## config.mk

```make
export PLATFORM = sky130hd
export DESIGN_NAME = simd_lane_adder
export DESIGN_NICKNAME = d
export VERILOG_FILES = /design/src/rtl/simd_add_pkg.sv /design/src/rtl/simd_lane_add.sv /design/src/rtl/simd_add_ctrl.sv /design/src/rtl/simd_add_dp.sv /design/src/rtl/simd_lane_adder.sv
export SDC_FILE = /design/constraint.sdc
export NUM_CORES = 2
export LEC_CHECK = 0
export ABC_AREA = 1
export CAP_MARGIN = 20
export CORE_MARGIN = 2
export CORE_UTILIZATION = 23
export DETAILED_ROUTE_END_ITERATION = 7
export PLACE_DENSITY = 0.35
export SLEW_MARGIN = 20
export SYNTH_ARGS = -nofsm -noshare
export SYNTH_HDL_FRONTEND = slang
export SYNTH_SLANG_ARGS = --single-unit
export TNS_END_PERCENT = 1
```

## constraint.sdc

```tcl
create_clock -name clk -period 17 [get_ports clk]
set_input_delay 1.7 -clock clk [delete_from_list [all_inputs] [get_ports clk]]
set_output_delay 1.7 -clock clk [all_outputs]
set_load 0.05 [all_outputs]
```

## src/rtl/simd_add_pkg.sv

```systemverilog
package simd_add_pkg;

  typedef enum logic [1:0] {
    OP_PADD  = 2'b00,
    OP_SADD  = 2'b01,
    OP_MOVLO = 2'b10,
    OP_MOVHI = 2'b11
  } opKind_t;

  // strobes from control to datapath
  typedef struct packed {
    logic       capture;  // compute and register a result this cycle
    logic       commit;   // pending result is written to the file at this edge
    logic       fwdDst;   // first operand comes from the pending result
    logic       fwdSrc;   // second operand comes from the pending result
    opKind_t    kind;
    logic [1:0] lane;
  } ctrlStrb_t;

endpackage

```

## src/rtl/simd_lane_add.sv

```systemverilog
module simd_lane_add #(
  parameter int VEC_W      = 128,
  parameter int ELEM_W     = 8,
  parameter int LANE_SEL_W = 2
) (
  input  logic [VEC_W-1:0]      a,
  input  logic [VEC_W-1:0]      b,
  input  logic [LANE_SEL_W-1:0] lane,
  input  logic                  scalar,
  output logic [VEC_W-1:0]      sum
);
  localparam int SLICES = VEC_W / ELEM_W;
  localparam int SW     = $clog2(SLICES) + 1;

  logic [SW-1:0]     laneElems;
  logic [SLICES-1:0] boundary;  // slice starts a new lane: carry-in is cut
  logic [SLICES-1:0] inLow;     // slice belongs to the lowest lane

  assign laneElems = SW'(1) << lane;

  genvar g;
  generate
    for (g = 0; g < SLICES; g++) begin : gSlice
      assign boundary[g] = ((SW'(g) & (laneElems - SW'(1))) == '0);
      assign inLow[g]    = (SW'(g) < laneElems);
    end
  endgenerate

  always_comb begin
    logic             c;
    logic             cin;
    logic [ELEM_W-1:0] s;
    c   = 1'b0;
    cin = 1'b0;
    s   = '0;
    sum = '0;
    for (int i = 0; i < SLICES; i++) begin
      cin = boundary[i] ? 1'b0 : c;
      {c, s} = {1'b0, a[i*ELEM_W +: ELEM_W]} + {1'b0, b[i*ELEM_W +: ELEM_W]}
             + {{ELEM_W{1'b0}}, cin};
      sum[i*ELEM_W +: ELEM_W] = (scalar && !inLow[i]) ? a[i*ELEM_W +: ELEM_W] : s;
    end
  end

endmodule

```

## src/rtl/simd_add_ctrl.sv

```systemverilog
module simd_add_ctrl
  import simd_add_pkg::*;
#(
  parameter int IDX_W = 3
) (
  input  logic             clk,
  input  logic             rst,
  input  logic             opValid,
  input  logic [1:0]       opCode,
  input  logic [IDX_W-1:0] opDst,
  input  logic [IDX_W-1:0] opSrc,
  input  logic [1:0]       opLane,
  output ctrlStrb_t        strb,
  output logic [IDX_W-1:0] pendIdx
);
  logic pendValid;

  always_ff @(posedge clk) begin
    if (rst) begin
      pendValid <= 1'b0;
      pendIdx   <= '0;
    end else begin
      pendValid <= opValid;
      if (opValid) pendIdx <= opDst;
    end
  end

  always_comb begin
    strb.capture = opValid;
    strb.commit  = pendValid;
    strb.fwdDst  = pendValid && (pendIdx == opDst);
    strb.fwdSrc  = pendValid && (pendIdx == opSrc);
    strb.kind    = opKind_t'(opCode);
    strb.lane    = opLane;
  end

  a_r7_done_follows: assert property (@(posedge clk) disable iff (rst)
    opValid |=> pendValid);
  a_r7_no_spurious_done: assert property (@(posedge clk) disable iff (rst)
    !opValid |=> !pendValid);
  a_r7_done_index: assert property (@(posedge clk) disable iff (rst)
    opValid |=> pendIdx == $past(opDst));

endmodule

```

## src/rtl/simd_add_dp.sv

```systemverilog
module simd_add_dp
  import simd_add_pkg::*;
#(
  parameter int VEC_W     = 128,
  parameter int REG_COUNT = 8,
  parameter int ELEM_W    = 8,
  localparam int IDX_W    = $clog2(REG_COUNT),
  localparam int HALF     = VEC_W / 2
) (
  input  logic             clk,
  input  logic             rst,
  input  ctrlStrb_t        strb,
  input  logic [IDX_W-1:0] opDst,
  input  logic [IDX_W-1:0] opSrc,
  input  logic [IDX_W-1:0] pendIdx,
  input  logic             fillEn,
  input  logic [IDX_W-1:0] fillIdx,
  input  logic [VEC_W-1:0] fillData,
  input  logic [IDX_W-1:0] dbgIdx,
  output logic [VEC_W-1:0] dbgData,
  output logic [VEC_W-1:0] resData
);
  logic [VEC_W-1:0] regs [REG_COUNT];
  logic [VEC_W-1:0] dstOp, srcOp, laneSum, nextRes;
  logic             fillBlocked;

  assign dstOp = strb.fwdDst ? resData : regs[opDst];
  assign srcOp = strb.fwdSrc ? resData : regs[opSrc];

  simd_lane_add #(.VEC_W(VEC_W), .ELEM_W(ELEM_W), .LANE_SEL_W(2)) u_add (
    .a     (dstOp),
    .b     (srcOp),
    .lane  (strb.lane),
    .scalar(strb.kind == OP_SADD),
    .sum   (laneSum)
  );

  always_comb begin
    unique case (strb.kind)
      OP_MOVLO: nextRes = {dstOp[VEC_W-1:HALF], srcOp[HALF-1:0]};
      OP_MOVHI: nextRes = {srcOp[VEC_W-1:HALF], dstOp[HALF-1:0]};
      default:  nextRes = laneSum;
    endcase
  end

  always_ff @(posedge clk) begin
    if (rst) resData <= '0;
    else if (strb.capture) resData <= nextRes;
  end

  // a pending result outranks a fill aimed at the same register
  assign fillBlocked = strb.commit && (fillIdx == pendIdx);

  always_ff @(posedge clk) begin
    if (rst) begin
      for (int i = 0; i < REG_COUNT; i++) regs[i] <= '0;
    end else begin
      if (fillEn && !fillBlocked) regs[fillIdx] <= fillData;
      if (strb.commit) regs[pendIdx] <= resData;
    end
  end

  assign dbgData = regs[dbgIdx];

  a_r3_low_lane_wraps: assert property (@(posedge clk) disable iff (rst)
    (strb.capture && strb.kind == OP_PADD) |=>
      resData[ELEM_W-1:0] == $past(dstOp[ELEM_W-1:0] + srcOp[ELEM_W-1:0]));
  a_r4_scalar_keeps_upper: assert property (@(posedge clk) disable iff (rst)
    (strb.capture && strb.kind == OP_SADD && strb.lane == 2'b00) |=>
      resData[VEC_W-1:ELEM_W] == $past(dstOp[VEC_W-1:ELEM_W]));
  a_r5_movlo_halves: assert property (@(posedge clk) disable iff (rst)
    (strb.capture && strb.kind == OP_MOVLO) |=>
      (resData[VEC_W-1:HALF] == $past(dstOp[VEC_W-1:HALF])) &&
      (resData[HALF-1:0] == $past(srcOp[HALF-1:0])));
  a_r9_commit_wins: assert property (@(posedge clk) disable iff (rst)
    strb.commit |=> regs[$past(pendIdx)] == $past(resData));

endmodule

```

## src/rtl/simd_lane_adder.sv

```systemverilog
module simd_lane_adder
  import simd_add_pkg::*;
#(
  parameter int VEC_W     = 128,
  parameter int REG_COUNT = 8,
  parameter int ELEM_W    = 8,
  localparam int IDX_W    = $clog2(REG_COUNT)
) (
  input  logic             clk,
  input  logic             rst,
  input  logic             opValid,
  input  logic [1:0]       opCode,
  input  logic [IDX_W-1:0] opDst,
  input  logic [IDX_W-1:0] opSrc,
  input  logic [1:0]       opLane,
  input  logic             fillEn,
  input  logic [IDX_W-1:0] fillIdx,
  input  logic [VEC_W-1:0] fillData,
  output logic             done,
  output logic [IDX_W-1:0] doneIdx,
  output logic [VEC_W-1:0] doneData,
  input  logic [IDX_W-1:0] dbgIdx,
  output logic [VEC_W-1:0] dbgData
);
  ctrlStrb_t        strb;
  logic [IDX_W-1:0] pendIdx;

  simd_add_ctrl #(.IDX_W(IDX_W)) u_ctrl (
    .clk, .rst, .opValid, .opCode, .opDst, .opSrc, .opLane,
    .strb, .pendIdx
  );

  simd_add_dp #(.VEC_W(VEC_W), .REG_COUNT(REG_COUNT), .ELEM_W(ELEM_W)) u_dp (
    .clk, .rst, .strb, .opDst, .opSrc, .pendIdx,
    .fillEn, .fillIdx, .fillData, .dbgIdx, .dbgData,
    .resData(doneData)
  );

  assign done    = strb.commit;
  assign doneIdx = pendIdx;

endmodule

```

==> impl_metrics.env <==
export IMPL_design_area_mm2=0.09333
export IMPL_hold_class="flip-flop to flip-flop"
export IMPL_synth_top_area_share=0.3881
export IMPL_ys_seq_area_frac=0.4214
export IMPL_synth_flop_cell="edfxtp_1"
export IMPL_final_nets=10600
export IMPL_io_buffers=407
export IMPL_slowest_delay_ns=0.55
export IMPL_overflow=0
export IMPL_final_util=0.2721
export IMPL_powerDensity_mw_per_mm2=99.11
export IMPL_synth_edf_count=1024
export IMPL_synthesis_area_mm2=0.07924
export IMPL_final_common_cell="o21ai_0"
export IMPL_postPlaceCellArea_mm2=0.08785
export IMPL_stdcell_count=15020
export IMPL_fin_setup_tns_ns=0
export IMPL_cts_htree_levels=4
export IMPL_cts_root_buf="clkbuf_16"
export IMPL_slew_headroom=0.1744
export IMPL_synth_top_cell_by_area="edfxtp_1"
export IMPL_synth_compound_area_frac=0.3310
export IMPL_grt_pass1_vias=82160
export IMPL_status="completed"
export IMPL_max_freq_mhz=62.57
export IMPL_synth_net_count=10670
export IMPL_synthCells=10380
export IMPL_fp_coreArea_mm2=0.3430
export IMPL_area_growth_pct=17.79
export IMPL_cts_sinks=1156
export IMPL_synth_top_family_by_area="compound AO/OA/AOI/OAI gates"
export IMPL_crit_top_cell="fa_1"
export IMPL_grt_max_degree=160
export IMPL_worstHoldPathCells=2
export IMPL_hpwl_um=279700
export IMPL_synth_xor_area_frac=0.002211
export IMPL_synth_warning_count=0
export IMPL_antenna_found_initial=33
export IMPL_synthSimpleGateAreaFrac=0.1119
export IMPL_n_fill_cell=37190
export IMPL_io_pins=408
export IMPL_vias=86680
export IMPL_wl_per_cell_um=32.51
export IMPL_drv_slew=0
export IMPL_finalCriticalPeriod_ns=15.98
export IMPL_num_rows=215
export IMPL_rsz0062_at_grt="no"
export IMPL_ys_ff_latch=1156
export IMPL_setup_viol=0
export IMPL_start_kind="primary input"
export IMPL_dp_cells=14700
export IMPL_grt_pass1_wl_um=667000
export IMPL_synthArstFlopShare=0
export IMPL_cp_startpoint="opSrc[0]"
export IMPL_viasPerCell=5.771
export IMPL_fin_crit_sh=0.9401
export IMPL_start_util=0.2310
export IMPL_timing_final_hold_violations=0
export IMPL_ff2ff_path_depth=80
export IMPL_critical_path_slowest_cell="fa_1"
export IMPL_numCtsBuffers=166
export IMPL_critPathKind="primary input to flip-flop"
export IMPL_gp_congestion=0.8420
export IMPL_first_pass_iters=6
export IMPL_ir_drop_v=0.00006743
export IMPL_die_area_mm2=0.3492
export IMPL_grt_usage=0.2670
export IMPL_muxShareOfSynthArea=0
export IMPL_p_leak_uw=0.03494
export IMPL_yosys_top_cells_area="edfxtp_1 (39%), o21ai_0 (12%), a21oi_1 (11%), o22ai_1 (8.0%), nand3_1 (5.7%)"
export IMPL_synth_cell_types=38
export IMPL_path_clk_slew_ns=0.06
export IMPL_min_from="u_dp.resData[46]"
export IMPL_tritoncts="yes"
export IMPL_synth_fa_ha_area_frac=0.02527
export IMPL_skew_ns=0.05612
export IMPL_wl_um=488200
export IMPL_crit_arrival_ns=16.75
export IMPL_die_w_um=590.9
export IMPL_reg2reg_slack_ns=1.48
export IMPL_tightest_slew_ns=1.238
export IMPL_final_cell_mix="o21ai_0 (1829), a21oi_1 (1716), inv_1 (1077)"
export IMPL_clk_path_buf_depth=4
export IMPL_worstPathRequired_ns=17.77
export IMPL_drcViolationCount=0
export IMPL_avgSynthCellArea_um2=7.637
export IMPL_cp_max_fo=95
export IMPL_drv_cap=0
export IMPL_worstReg2RegStart="u_ctrl.pendIdx[1]"
export IMPL_drive_above_1_share=0.06031
export IMPL_die_y_um=590.9
export IMPL_antenna_left=0
export IMPL_critPathCaptureType="flip-flop"
export IMPL_drtIter0Drc=11890
export IMPL_clk_latency_ns=0.90
[cell families after synthesis]
| group | Yosys count |
|---|---|
| AO/OA/AOI/OAI | 4895 |
| XOR/XNOR | 20 |
| adder cells (fa/ha/maj) | 142 |
| buffers and inverters | 2158 |
| flip-flops | 1156 |
| AND/OR/NAND/NOR | 2004 |
[sequential cells by signal, indices dropped and copies added (netlist names)]
signal and flops:
u_ctrl.pendIdx 3, u_dp.resData 128, u_dp.regs 1024, u_ctrl.pendValid 1
[final cells by class]
cell class                 count  area [µm²]  area share
clock buffer                 234        4614     0.04944
sequential                  1156       33390      0.3578
antenna                       15       37.54   0.0004022
clock inverter                71       666.9    0.007146
tap                         4557        5702     0.06109
inverter                    1199        4616     0.04946
multi-input combinational   7061       37510      0.4019
timing repair buffer         725        6790     0.07276
[report_power, final]
| part | switching, µW | internal, µW |
|---|---|---|
| clock | 1500 | 2040 |
| combinational | 1670 | 639 |
| sequential | 146 | 3260 |
[worst max-delay path: cells and delay by family]
family | cells | cell delay (ns)
AOI/OAI and AO/OA | 25 | 3.17
adders and majority gates | 15 | 7.26
buffers and inverters | 8 | 1.39
and+or+nand+nor | 30 | 2.98
[stage by stage]
stage / total power, µW / setup slack, ns / hold WS [ns]
floorplan: 4777 / 1.355 / 0.7651
global placement: 5728 / -0.3553 / 0.5791
detailed placement: 5725 / -0.3369 / 0.5861
CTS: 9283 / 0.5261 / 0.6006
global route: 9600 / 0.004071 / 0.6539
finish: 9250 / 1.018 / 0.6224
[path summary, 6_finish.rpt]
| kind | endpoint |
|---|---|
| setup reg to reg | u_dp.resData[58] |
| hold reg to reg | u_dp.resData[46] |
| setup / recovery | u_dp.resData[58] |
| hold / removal | u_dp.resData[46] |
[Yosys cell counts, types with 19 or more instances]
master	n
nand3_1	899
edfxtp_1	1024
or2_2	19
fa_1	30
clkinv_1	103
nor2_1	306
nand2_1	710
a31oi_1	162
o22ai_1	1015
buf_2	295
ha_1	112
o21ai_1	69
o21ai_0	1832
o211ai_1	77
buf_1	87
clkbuf_1	555
nand4_1	44
a21oi_1	1718
dfxtp_1	132
inv_1	1086
[metal layers]
layer  wire length (µm)  track usage  vias up
met2             215900       0.4198     4988
met3              41640      0.04305      884
met1             210400       0.3658    43170
met4              20180       0.1022        8
met5                 47            0        -
li1                   -            -    37620
[what timing repair did]
item                                    4_1_cts  5_1_grt
endpoints found under the setup margin        0       14
hold buffers                                  0        0
gates resized for setup                       0       25
endpoints found under the hold margin         0        0
setup buffers                                 0        0
Note: power is estimated with default switching activity, not from simulation.
